### config.mk
export PLATFORM = sky130hd
export DESIGN_NAME = acq_packet_assembler
export DESIGN_NICKNAME = d
export VERILOG_FILES = /design/src/rtl/acq_pkg.sv /design/src/rtl/acq_pair_collector.sv /design/src/rtl/acq_frame_counter.sv /design/src/rtl/acq_word_sequencer.sv /design/src/rtl/acq_packet_assembler.sv
export SDC_FILE = /design/constraint.sdc
export NUM_CORES = 1
export LEC_CHECK = 0
export BUFFER_PORTS_ARGS = -buffer_cell sky130_fd_sc_hd__buf_2
export CORE_MARGIN = 4
export CORE_UTILIZATION = 50
export DETAILED_ROUTE_END_ITERATION = 7
export PLACE_DENSITY_LB_ADDON = 0.15
export SLEW_MARGIN = 20
export SYNTH_ARGS = -nofsm -noshare
export SYNTH_HDL_FRONTEND = slang
export SYNTH_SLANG_ARGS = --single-unit
### constraint.sdc
create_clock -name clk -period 5.2 [get_ports clk]
set_clock_uncertainty 0.15 [all_clocks]
set_input_delay 1.04 -clock clk [delete_from_list [all_inputs] [get_ports clk]]
set_output_delay 1.04 -clock clk [all_outputs]
set_load 0.05 [all_outputs]
### src/rtl/acq_pkg.sv
package acq_pkg;
    localparam int DEF_NCH     = 4;
    localparam int DEF_SMP_W   = 16;
    localparam int DEF_FRAME_W = 32;

    typedef enum logic [1:0] {
        SEQ_IDLE = 2'd0,
        SEQ_HEAD = 2'd1,
        SEQ_BODY = 2'd2
    } seq_state_t;
endpackage

### src/rtl/acq_pair_collector.sv
module acq_pair_collector #(
    parameter int NCH   = 4,
    parameter int SMP_W = 16
) (
    input  logic                             clk,
    input  logic                             rst,
    input  logic                             smp_valid,
    input  logic [NCH*SMP_W-1:0]             smp_data,
    output logic                             pair_done,
    output logic [NCH-1:0][2*SMP_W-1:0]      pair_words
);
    // phase_q low: next strobe is time t; high: next strobe is time t+1
    logic phase_q;

    always_ff @(posedge clk) begin
        if (rst) begin
            phase_q <= 1'b0;
        end else if (smp_valid) begin
            phase_q <= ~phase_q;
        end
    end

    assign pair_done = smp_valid & phase_q;

    for (genvar ch = 0; ch < NCH; ch++) begin : g_chan
        logic [SMP_W-1:0] early_q;

        always_ff @(posedge clk) begin
            if (rst) begin
                early_q <= '0;
            end else if (smp_valid && !phase_q) begin
                early_q <= smp_data[ch*SMP_W +: SMP_W];
            end
        end

        assign pair_words[ch] = {smp_data[ch*SMP_W +: SMP_W], early_q};
    end
endmodule

### src/rtl/acq_frame_counter.sv
module acq_frame_counter #(
    parameter int FRAME_W = 32
) (
    input  logic               clk,
    input  logic               rst,
    input  logic               step,
    output logic [FRAME_W-1:0] value
);
    always_ff @(posedge clk) begin
        if (rst) begin
            value <= '0;
        end else if (step) begin
            value <= value + 1'b1;
        end
    end
endmodule

### src/rtl/acq_word_sequencer.sv
module acq_word_sequencer
    import acq_pkg::*;
#(
    parameter int NCH     = 4,
    parameter int WORD_W  = 32,
    parameter int FRAME_W = 32
) (
    input  logic                        clk,
    input  logic                        rst,
    input  logic                        pair_done,
    input  logic [NCH-1:0][WORD_W-1:0]  pair_words,
    input  logic [FRAME_W-1:0]          frame_now,
    input  logic                        out_ready,
    output logic                        out_valid,
    output logic [WORD_W-1:0]           out_data,
    output logic                        out_last,
    output logic                        overflow
);
    localparam int IDX_W = (NCH > 1) ? $clog2(NCH) : 1;
    localparam logic [IDX_W-1:0] IDX_END = IDX_W'(NCH - 1);

    seq_state_t                 state_q, state_d;
    logic [NCH-1:0][WORD_W-1:0] buf_q;
    logic [FRAME_W-1:0]         frame_q;
    logic [IDX_W-1:0]           idx_q;
    logic                       ovf_q;
    logic                       busy;
    logic                       load;
    logic [WORD_W-1:0]          head_word;

    assign busy = (state_q != SEQ_IDLE);
    assign load = (state_q == SEQ_IDLE) && pair_done;

    // next-state logic
    always_comb begin
        state_d = state_q;
        unique case (state_q)
            SEQ_IDLE: if (pair_done) state_d = SEQ_HEAD;
            SEQ_HEAD: if (out_ready) state_d = SEQ_BODY;
            SEQ_BODY: if (out_ready && idx_q == IDX_END) state_d = SEQ_IDLE;
            default:  state_d = SEQ_IDLE;
        endcase
    end

    // state register
    always_ff @(posedge clk) begin
        if (rst) begin
            state_q <= SEQ_IDLE;
        end else begin
            state_q <= state_d;
        end
    end

    // packet buffer, word index, overflow flag
    always_ff @(posedge clk) begin
        if (rst) begin
            buf_q   <= '0;
            frame_q <= '0;
            idx_q   <= '0;
            ovf_q   <= 1'b0;
        end else begin
            if (load) begin
                buf_q   <= pair_words;
                frame_q <= frame_now;
                idx_q   <= '0;
            end
            if (busy && pair_done) begin
                ovf_q <= 1'b1;
            end
            if (state_q == SEQ_BODY && out_ready) begin
                idx_q <= idx_q + 1'b1;
            end
        end
    end

    always_comb begin
        head_word = '0;
        head_word[FRAME_W-1:0] = frame_q;
    end

    // outputs
    always_comb begin
        out_valid = 1'b0;
        out_data  = '0;
        out_last  = 1'b0;
        unique case (state_q)
            SEQ_IDLE: begin
                out_valid = 1'b0;
            end
            SEQ_HEAD: begin
                out_valid = 1'b1;
                out_data  = head_word;
            end
            SEQ_BODY: begin
                out_valid = 1'b1;
                out_data  = buf_q[idx_q];
                out_last  = (idx_q == IDX_END);
            end
            default: begin
                out_valid = 1'b0;
            end
        endcase
    end

    assign overflow = ovf_q;
endmodule

### src/rtl/acq_packet_assembler.sv
module acq_packet_assembler
    import acq_pkg::*;
#(
    parameter int NCH     = DEF_NCH,
    parameter int SMP_W   = DEF_SMP_W,
    parameter int FRAME_W = DEF_FRAME_W
) (
    input  logic                   clk,
    input  logic                   rst,
    input  logic                   smp_valid,
    input  logic [NCH*SMP_W-1:0]   smp_data,
    input  logic                   out_ready,
    output logic                   out_valid,
    output logic [2*SMP_W-1:0]     out_data,
    output logic                   out_last,
    output logic                   overflow
);
    localparam int WORD_W = 2 * SMP_W;

    logic                       pair_done;
    logic [NCH-1:0][WORD_W-1:0] pair_words;
    logic [FRAME_W-1:0]         frame_now;

    acq_pair_collector #(
        .NCH   (NCH),
        .SMP_W (SMP_W)
    ) u_collect (
        .clk        (clk),
        .rst        (rst),
        .smp_valid  (smp_valid),
        .smp_data   (smp_data),
        .pair_done  (pair_done),
        .pair_words (pair_words)
    );

    acq_frame_counter #(
        .FRAME_W (FRAME_W)
    ) u_frame (
        .clk   (clk),
        .rst   (rst),
        .step  (pair_done),
        .value (frame_now)
    );

    acq_word_sequencer #(
        .NCH     (NCH),
        .WORD_W  (WORD_W),
        .FRAME_W (FRAME_W)
    ) u_seq (
        .clk        (clk),
        .rst        (rst),
        .pair_done  (pair_done),
        .pair_words (pair_words),
        .frame_now  (frame_now),
        .out_ready  (out_ready),
        .out_valid  (out_valid),
        .out_data   (out_data),
        .out_last   (out_last),
        .overflow   (overflow)
    );
endmodule

==> impl_metrics.env, run 1 <==
export IMPL_powerDensity_nw_per_um2=360
export IMPL_drive_gt1_frac=0.147
export IMPL_yosysTopAreaCell="dfxtp_1"
export IMPL_ant_nets=0
export IMPL_drt_pass1_iterations=5
export IMPL_fin_area_sq_um=12300
export IMPL_rsz0062_at_grt="no"
export IMPL_min_path_cells=2
export IMPL_tns_ps=0
export IMPL_syn_to_final_growth_pct=14.3
export IMPL_synthTopCellsByArea="dfxtp_1, nand2_1, a21oi_1"
export IMPL_drc_errors=0
export IMPL_drtIter0Drc=966
export IMPL_htreeDepth=1
export IMPL_gp_congestion=0.909
export IMPL_hp_class="reg -> reg"
export IMPL_p_leak_nw=4.19
export IMPL_insertion_delay_ps=550
export IMPL_synth_edf_count=0
export IMPL_start_util=0.508
export IMPL_max_freq_mhz=248
export IMPL_fp_dieW_um=154
export IMPL_core_area_sq_um=21100
export IMPL_synth_ff_type="dfxtp_1"
export IMPL_drv_slew=0
export IMPL_grt_pass1_wl_um=50000
export IMPL_slew_headroom=0.264
export IMPL_fin_crit_sh=0.775
export IMPL_status="finished, final reports clean"
export IMPL_synth_area_sq_um=10700
export IMPL_combPwrFrac=0.062
export IMPL_hpwl_um=22600
export IMPL_cts_resized=0
export IMPL_async_flop_share=0
export IMPL_place_area_sq_um=11300
export IMPL_post_cts_buffers=0
export IMPL_reg2regPathDepth=4
export IMPL_io_buffers=102
export IMPL_r2r_end="u_frame.value[22]"
export IMPL_start_kind="flip-flop"
export IMPL_post_synth_num_cell_types=34
export IMPL_diodes=0
export IMPL_fin_hold_ws_ps=297
export IMPL_pwr_share_clk=0.459
export IMPL_required_ps=4010
export IMPL_crit_type="reg -> out"
export IMPL_ctsHoldBuffers=0
export IMPL_cts_tree="done"
export IMPL_cts_buffers=28
export IMPL_netlist_top_cells_count="nand2_1, dfxtp_1, a21oi_1"
export IMPL_crit_fanout=27
export IMPL_chipHeight_um=154
export IMPL_ir_drop_mv=0.227
export IMPL_cts_num_sinks=262
export IMPL_p_switching_w=0.00105
export IMPL_routed_wl_um=32900
export IMPL_clock_path_buffers=3
export IMPL_setup_viol_count_final=0
export IMPL_overflow=0
export IMPL_synth_cells=1317
export IMPL_fin_crit_ps=4030
export IMPL_cts_root_buf="clkbuf_16"
export IMPL_nets=1428
export IMPL_tightestPinTransition_ps=1100
export IMPL_switching_share=0.238
export IMPL_track_usage=0.267
export IMPL_internal_power_w=0.00336
export IMPL_synth_nets=1391
export IMPL_pin_count=103
export IMPL_max_cap_violations=0
export IMPL_rows=53
export IMPL_wl_per_cell_um=19.9
export IMPL_antenna_found_initial=0
export IMPL_worstPathArrival_ps=2840
export IMPL_synth_top_area_frac=0.489
export IMPL_yosys_warnings=0
export IMPL_vias_per_cell=5.72
export IMPL_grt_max_degree=163
export IMPL_post_route_util=0.581
export IMPL_pwr_share_seq=0.479
export IMPL_die_area_sq_um=23900
export IMPL_grt_pass1_vias=8694
export IMPL_vias=9428
export IMPL_ys_seq_area_frac=0.489
export IMPL_yosysMostFrequentCell="nand2_1"
export IMPL_cp_end_kind="output port"
export IMPL_r2r_start="u_collect.phase_q"
export IMPL_hp_start="u_collect.g_chan[3].early_q[12]"
export IMPL_min_to="u_seq.buf_q[108]"
export IMPL_final_hold_viol_count=0
export IMPL_ys_ff_latch=262
export IMPL_rrSetupSlack_ps=2670
export IMPL_syn_area_per_cell_sq_um=8.14
export IMPL_clk_pin_slew_ps=60
kinds of logic (layout without fill, tap and decap cells):
family / after synthesis / in the layout / synth area share
AND/OR/NAND/NOR: 592 / 592 / 0.234
buffers and inverters: 113 / 170 / 0.0406
XOR/XNOR: 10 / 10 / 0.00817
multiplexers: 37 / 37 / 0.0724
flip-flops: 262 / 262 / 0.489
adder cells (fa/ha/maj): 6 / 6 / 0.00700
AO/OA/AOI/OAI: 297 / 297 / 0.149
worst max-delay path: stages (launching register included):
cell     delay (ps)
dfxtp_2         950
buf_4           360
mux4_2          530
a22oi_1         170
nor2b_1          60
buf_2           210
power groups by stage:
stage / registers (W) / clock network (W) / logic, W
5_1_grt: 0.00211 / 0.00212 / 0.000298
4_1_cts: 0.00211 / 0.00204 / 0.000270
2_1_floorplan: 0.00213 / 0 / 0.000176
6_report: 0.00211 / 0.00202 / 0.000271
3_5_place_dp: 0.00215 / 0 / 0.000269
3_3_place_gp: 0.00215 / 0 / 0.000267
layout make-up:
type	instances	area, sq um
Inverter	7	26.3
Tap cell	275	344
Clock buffer	37	786
Sequential cell	262	5250
Clock inverter	13	149
Timing Repair Buffer	113	639
Multi-Input combinational cell	942	5060
Fill cell	2026	8830
per-layer routing:
metal,vias up,part of all wire,global-route usage
met2,345,0.46,0.432
met3,49,0.092,0.0548
met1,4530,0.42,0.371
met5,-,0,0
li1,4504,-,-
met4,0,0.021,0.0606
metrics by stage:
| stage | worst slack, ps | cells | power, W |
|---|---|---|---|
| 2_1_floorplan | 1990 | 1317 | 0.00231 |
| 3_3_place_gp | 1740 | 1599 | 0.00242 |
| 3_5_place_dp | 1680 | 1599 | 0.00242 |
| 4_1_cts | 1120 | 1649 | 0.00442 |
| 5_1_grt | 938 | 1649 | 0.00453 |
| 6_report | 1170 | 1649 | 0.00441 |
registers in the layout (all words and copies together), names as in the netlist:
name,flops
u_seq.buf_q,128
u_collect.g_chan.early_q,64
u_frame.value,32
u_seq.frame_q,32
u_seq.idx_q,2
u_seq.state_q,2
u_collect.phase_q,1
u_seq.overflow,1
worst max-delay path by stage:
stage | startpoint | endpoint | slack, ps | cells past startpoint
5_1_grt | u_seq.idx_q[0] | out_data[16] | 940 | 5
4_1_cts | u_seq.idx_q[0] | out_data[16] | 1120 | 5
3_5_place_dp | u_seq.idx_q[0] | out_data[16] | 1680 | 5
6_report | u_seq.idx_q[0] | out_data[4] | 1170 | 5
2_1_floorplan | u_seq.state_q[0] | out_data[0] | 1990 | 4
3_3_place_gp | u_seq.idx_q[0] | out_data[16] | 1740 | 5
placed cells by master (no fill, tap or decap), types with 2 or more instances in the layout:
cell	synthesis	routed
nand2_1	470	469
dfxtp_1	262	261
a21oi_1	248	248
buf_2	5	101
nor2b_1	39	38
mux4_2	32	32
a22oi_1	32	32
clkbuf_16	0	29
nor2_1	20	20
or4_1	15	15
nand3_1	12	12
o31ai_1	11	11
buf_4	1	8
inv_1	7	7
clkinv_2	0	7
nand4_1	6	6
nor4_1	6	6
or3_1	6	6
xnor2_1	6	6
ha_1	6	6
o21ai_0	5	5
clkbuf_1	93	5
mux2_2	4	4
nor3_1	4	4
xor2_1	4	4
clkbuf_8	0	4
and4_1	3	3
bufinv_16	0	3
buf_12	0	3
and2_1	2	2
and3_1	3	2
or2_2	2	2
clkinvlp_4	0	2
No activity file was read; power rests on OpenSTA's default activity.
==> run 2: changes to the inputs <==
--- a/config.mk
+++ b/config.mk
@@ -5,6 +5,7 @@
 export SDC_FILE = /design/constraint.sdc
 export NUM_CORES = 1
 export LEC_CHECK = 0
+export ABC_AREA = 1
 export BUFFER_PORTS_ARGS = -buffer_cell sky130_fd_sc_hd__buf_2
 export CORE_MARGIN = 4
 export CORE_UTILIZATION = 50
==> constraint.sdc (replaced) <==
create_clock -name clk -period 3.3 [get_ports clk]
set_clock_uncertainty 0.15 [all_clocks]
set_input_delay 0.66 -clock clk [delete_from_list [all_inputs] [get_ports clk]]
set_output_delay 0.66 -clock clk [all_outputs]
set_load 0.05 [all_outputs]
==> impl_metrics.env, run 2 <==
export IMPL_ir_drop_mv=0.546
export IMPL_vias_per_cell=5.62
export IMPL_post_cts_buffers=0
export IMPL_setup_viol_count_final=1
export IMPL_register_area_sq_um=5250
export IMPL_track_usage=0.282
export IMPL_drc_errors=0
export IMPL_nets=1697
export IMPL_post_place_ws_ps=558
export IMPL_tightestPinTransition_ps=939
export IMPL_place_area_sq_um=11900
export IMPL_hp_class="in -> reg"
export IMPL_fin_crit_ps=3300
export IMPL_diodes=0
export IMPL_synth_ff_type="dfxtp_1"
export IMPL_multi_input_area_sq_um=5040
export IMPL_synth_top_family_by_area="simple AND/OR/NAND/NOR gates"
export IMPL_cp_end_kind="output port"
export IMPL_crit_type="reg -> out"
export IMPL_start_kind="flip-flop"
export IMPL_drt_pass1_iterations=5
export IMPL_synth_simple_area_share=0.222
export IMPL_regMostFlops="u_seq.buf_q"
export IMPL_grt_max_degree=100
export IMPL_synth_top_area_frac=0.466
export IMPL_io_buffers=102
export IMPL_max_freq_mhz=303
export IMPL_core_area_sq_um=22000
export IMPL_layout_common_cells="a21oi_1, dfxtp_1, nand2_1"
export IMPL_drtIter0Drc=1062
export IMPL_syn_to_final_growth_pct=14.0
export IMPL_synth_nets=1662
export IMPL_synth_area_sq_um=11300
export IMPL_critPathCapture="out_data[9]"
export IMPL_rows=54
export IMPL_crit_path_start="u_seq.idx_q[1]"
export IMPL_rsz0062_at_grt="yes"
export IMPL_pin_count=103
export IMPL_htreeDepth=1
export IMPL_cts_num_sinks=262
export IMPL_synthTopCellsByArea="dfxtp_1, a21oi_1, o21ai_0"
export IMPL_fin_crit_sh=1.00
export IMPL_post_route_util=0.584
export IMPL_setup_slack_ps=-3.69
export IMPL_layout_commonest_cell="a21oi_1"
export IMPL_biggestRegsByFlops="u_seq.buf_q: 128 flops, u_collect.g_chan.early_q: 64 flops"
export IMPL_vias=10800
export IMPL_synthAdderAreaFrac=0.00667
export IMPL_violations="setup timing"
export IMPL_layout_cells_non_filler=1919
export IMPL_hpwl_um=24200
export IMPL_drv_slew=0
export IMPL_p_leak_nw=4.90
export IMPL_grt_pass1_wl_um=55500
export IMPL_ant_nets=0
export IMPL_ys_ff_latch=262
export IMPL_drive_gt1_frac=0.116
export IMPL_cts_buffers=28
export IMPL_max_cap_violations=0
export IMPL_rrSetupSlack_ps=1310
export IMPL_post_synth_num_cell_types=28
export IMPL_netlist_top_cells_count="a21oi_1, dfxtp_1, nand2_1"
export IMPL_ys_seq_area_frac=0.466
export IMPL_ctsHoldBuffers=0
export IMPL_r2r_end="u_seq.buf_q[25]"
export IMPL_synth_compound_area_share=0.216
export IMPL_crit_fanout=25
export IMPL_cts_root_buf="clkbuf_16"
export IMPL_gp_congestion=0.904
export IMPL_reg2regPathDepth=5
export IMPL_insertion_delay_ps=550
export IMPL_slew_headroom=0.374
export IMPL_async_flop_share=0
export IMPL_syn_area_per_cell_sq_um=7.08
export IMPL_fin_area_sq_um=12800
export IMPL_routed_wl_um=35900
export IMPL_status="finished with violations"
export IMPL_cts_tree="done"
export IMPL_worstPathArrival_ps=2490
export IMPL_antenna_found_initial=0
export IMPL_yosysTopAreaCell="dfxtp_1"
export IMPL_largest_reg_flops=128
export IMPL_dpl_cell_count=1872
export IMPL_wl_per_cell_um=18.7
export IMPL_fillCellCount=2093
export IMPL_clock_path_buffers=3
export IMPL_powerDensity_nw_per_um2=683
export IMPL_chipHeight_um=158
export IMPL_yosys_warnings=0
export IMPL_synth_edf_count=0
export IMPL_synthMuxAreaShare=0
export IMPL_synth_cells=1588
export IMPL_yosysMostFrequentCell="a21oi_1"
export IMPL_fp_dieW_um=158
export IMPL_overflow=0
export IMPL_required_ps=2490
export IMPL_final_hold_viol_count=0
export IMPL_grt_pass1_vias=9892
export IMPL_r2r_start="u_collect.phase_q"
export IMPL_die_area_sq_um=25000
export IMPL_start_util=0.512
export IMPL_clk_pin_slew_ps=70
export IMPL_synth_xor_xnor_area_share=0.000778
## run 2: metrics by stage
stage          TNS, ps  power [W]  hold slack [ps]
6_report         -3.69    0.00876              206
4_1_cts              0    0.00875              197
3_5_place_dp         0    0.00542              297
5_1_grt           -460    0.00909              213
3_3_place_gp         0    0.00541              294
2_1_floorplan        0    0.00480              279
## run 2: layer usage
metal / vias up / global-route usage / share of wire
li1: 5276 / - / -
met1: 5047 / 0.391 / 0.44
met2: 384 / 0.451 / 0.45
met3: 71 / 0.0511 / 0.075
met4: 0 / 0.0849 / 0.033
met5: - / 0 / 0
## run 2: cell families (layout without fill, tap and decap cells)
kind of cell	after synthesis	in the layout
buffers and inverters	243	294
AND/OR/NAND/NOR	591	591
AO/OA/AOI/OAI	485	485
XOR/XNOR	1	1
adder cells (fa/ha/maj)	6	6
flip-flops	262	262
## run 2: cell type report
class	count	share of cell area
inverter	123	0.0366
clock buffer	39	0.0618
sequential	262	0.409
clock inverter	7	0.0125
multi-input combinational	1083	0.393
timing repair buffer	124	0.0590
timing repair inverter	1	0.000585
tap	280	0.0273
## run 2: worst max-delay path, cell delays in order (launching register included)
cell	delay, ps
dfxtp_1	330
inv_1	350
a21oi_1	230
o21ai_0	280
nand2_1	170
nand2_1	60
a21oi_1	200
buf_2	310
## run 2: power breakdown
| part | leakage, nW | internal, W | total [W] | switching (W) |
|---|---|---|---|---|
| clock network | 0.466 | 0.00205 | 0.00330 | 0.00126 |
| logic | 2.30 | 0.000460 | 0.00198 | 0.00151 |
| registers | 2.14 | 0.00339 | 0.00348 | 0.0000943 |
| total | 4.90 | 0.00589 | 0.00876 | 0.00287 |
## run 2: how the worst min path moves through the flow
stage,from,to,slack (ps),cells past startpoint
6_report,smp_data[41],u_collect.g_chan[2].early_q[9],210,3
5_1_grt,smp_data[44],u_collect.g_chan[2].early_q[12],210,3
4_1_cts,smp_data[44],u_collect.g_chan[2].early_q[12],200,3
3_5_place_dp,u_seq.buf_q[33],u_seq.buf_q[33],300,2
3_3_place_gp,u_seq.buf_q[32],u_seq.buf_q[32],290,2
2_1_floorplan,u_seq.buf_q[63],u_seq.buf_q[63],280,2
## run 2: timing repair
item	4_1_cts	5_1_grt
setup endpoints to repair	6	11
resized for setup	2	1
cloned	1	0
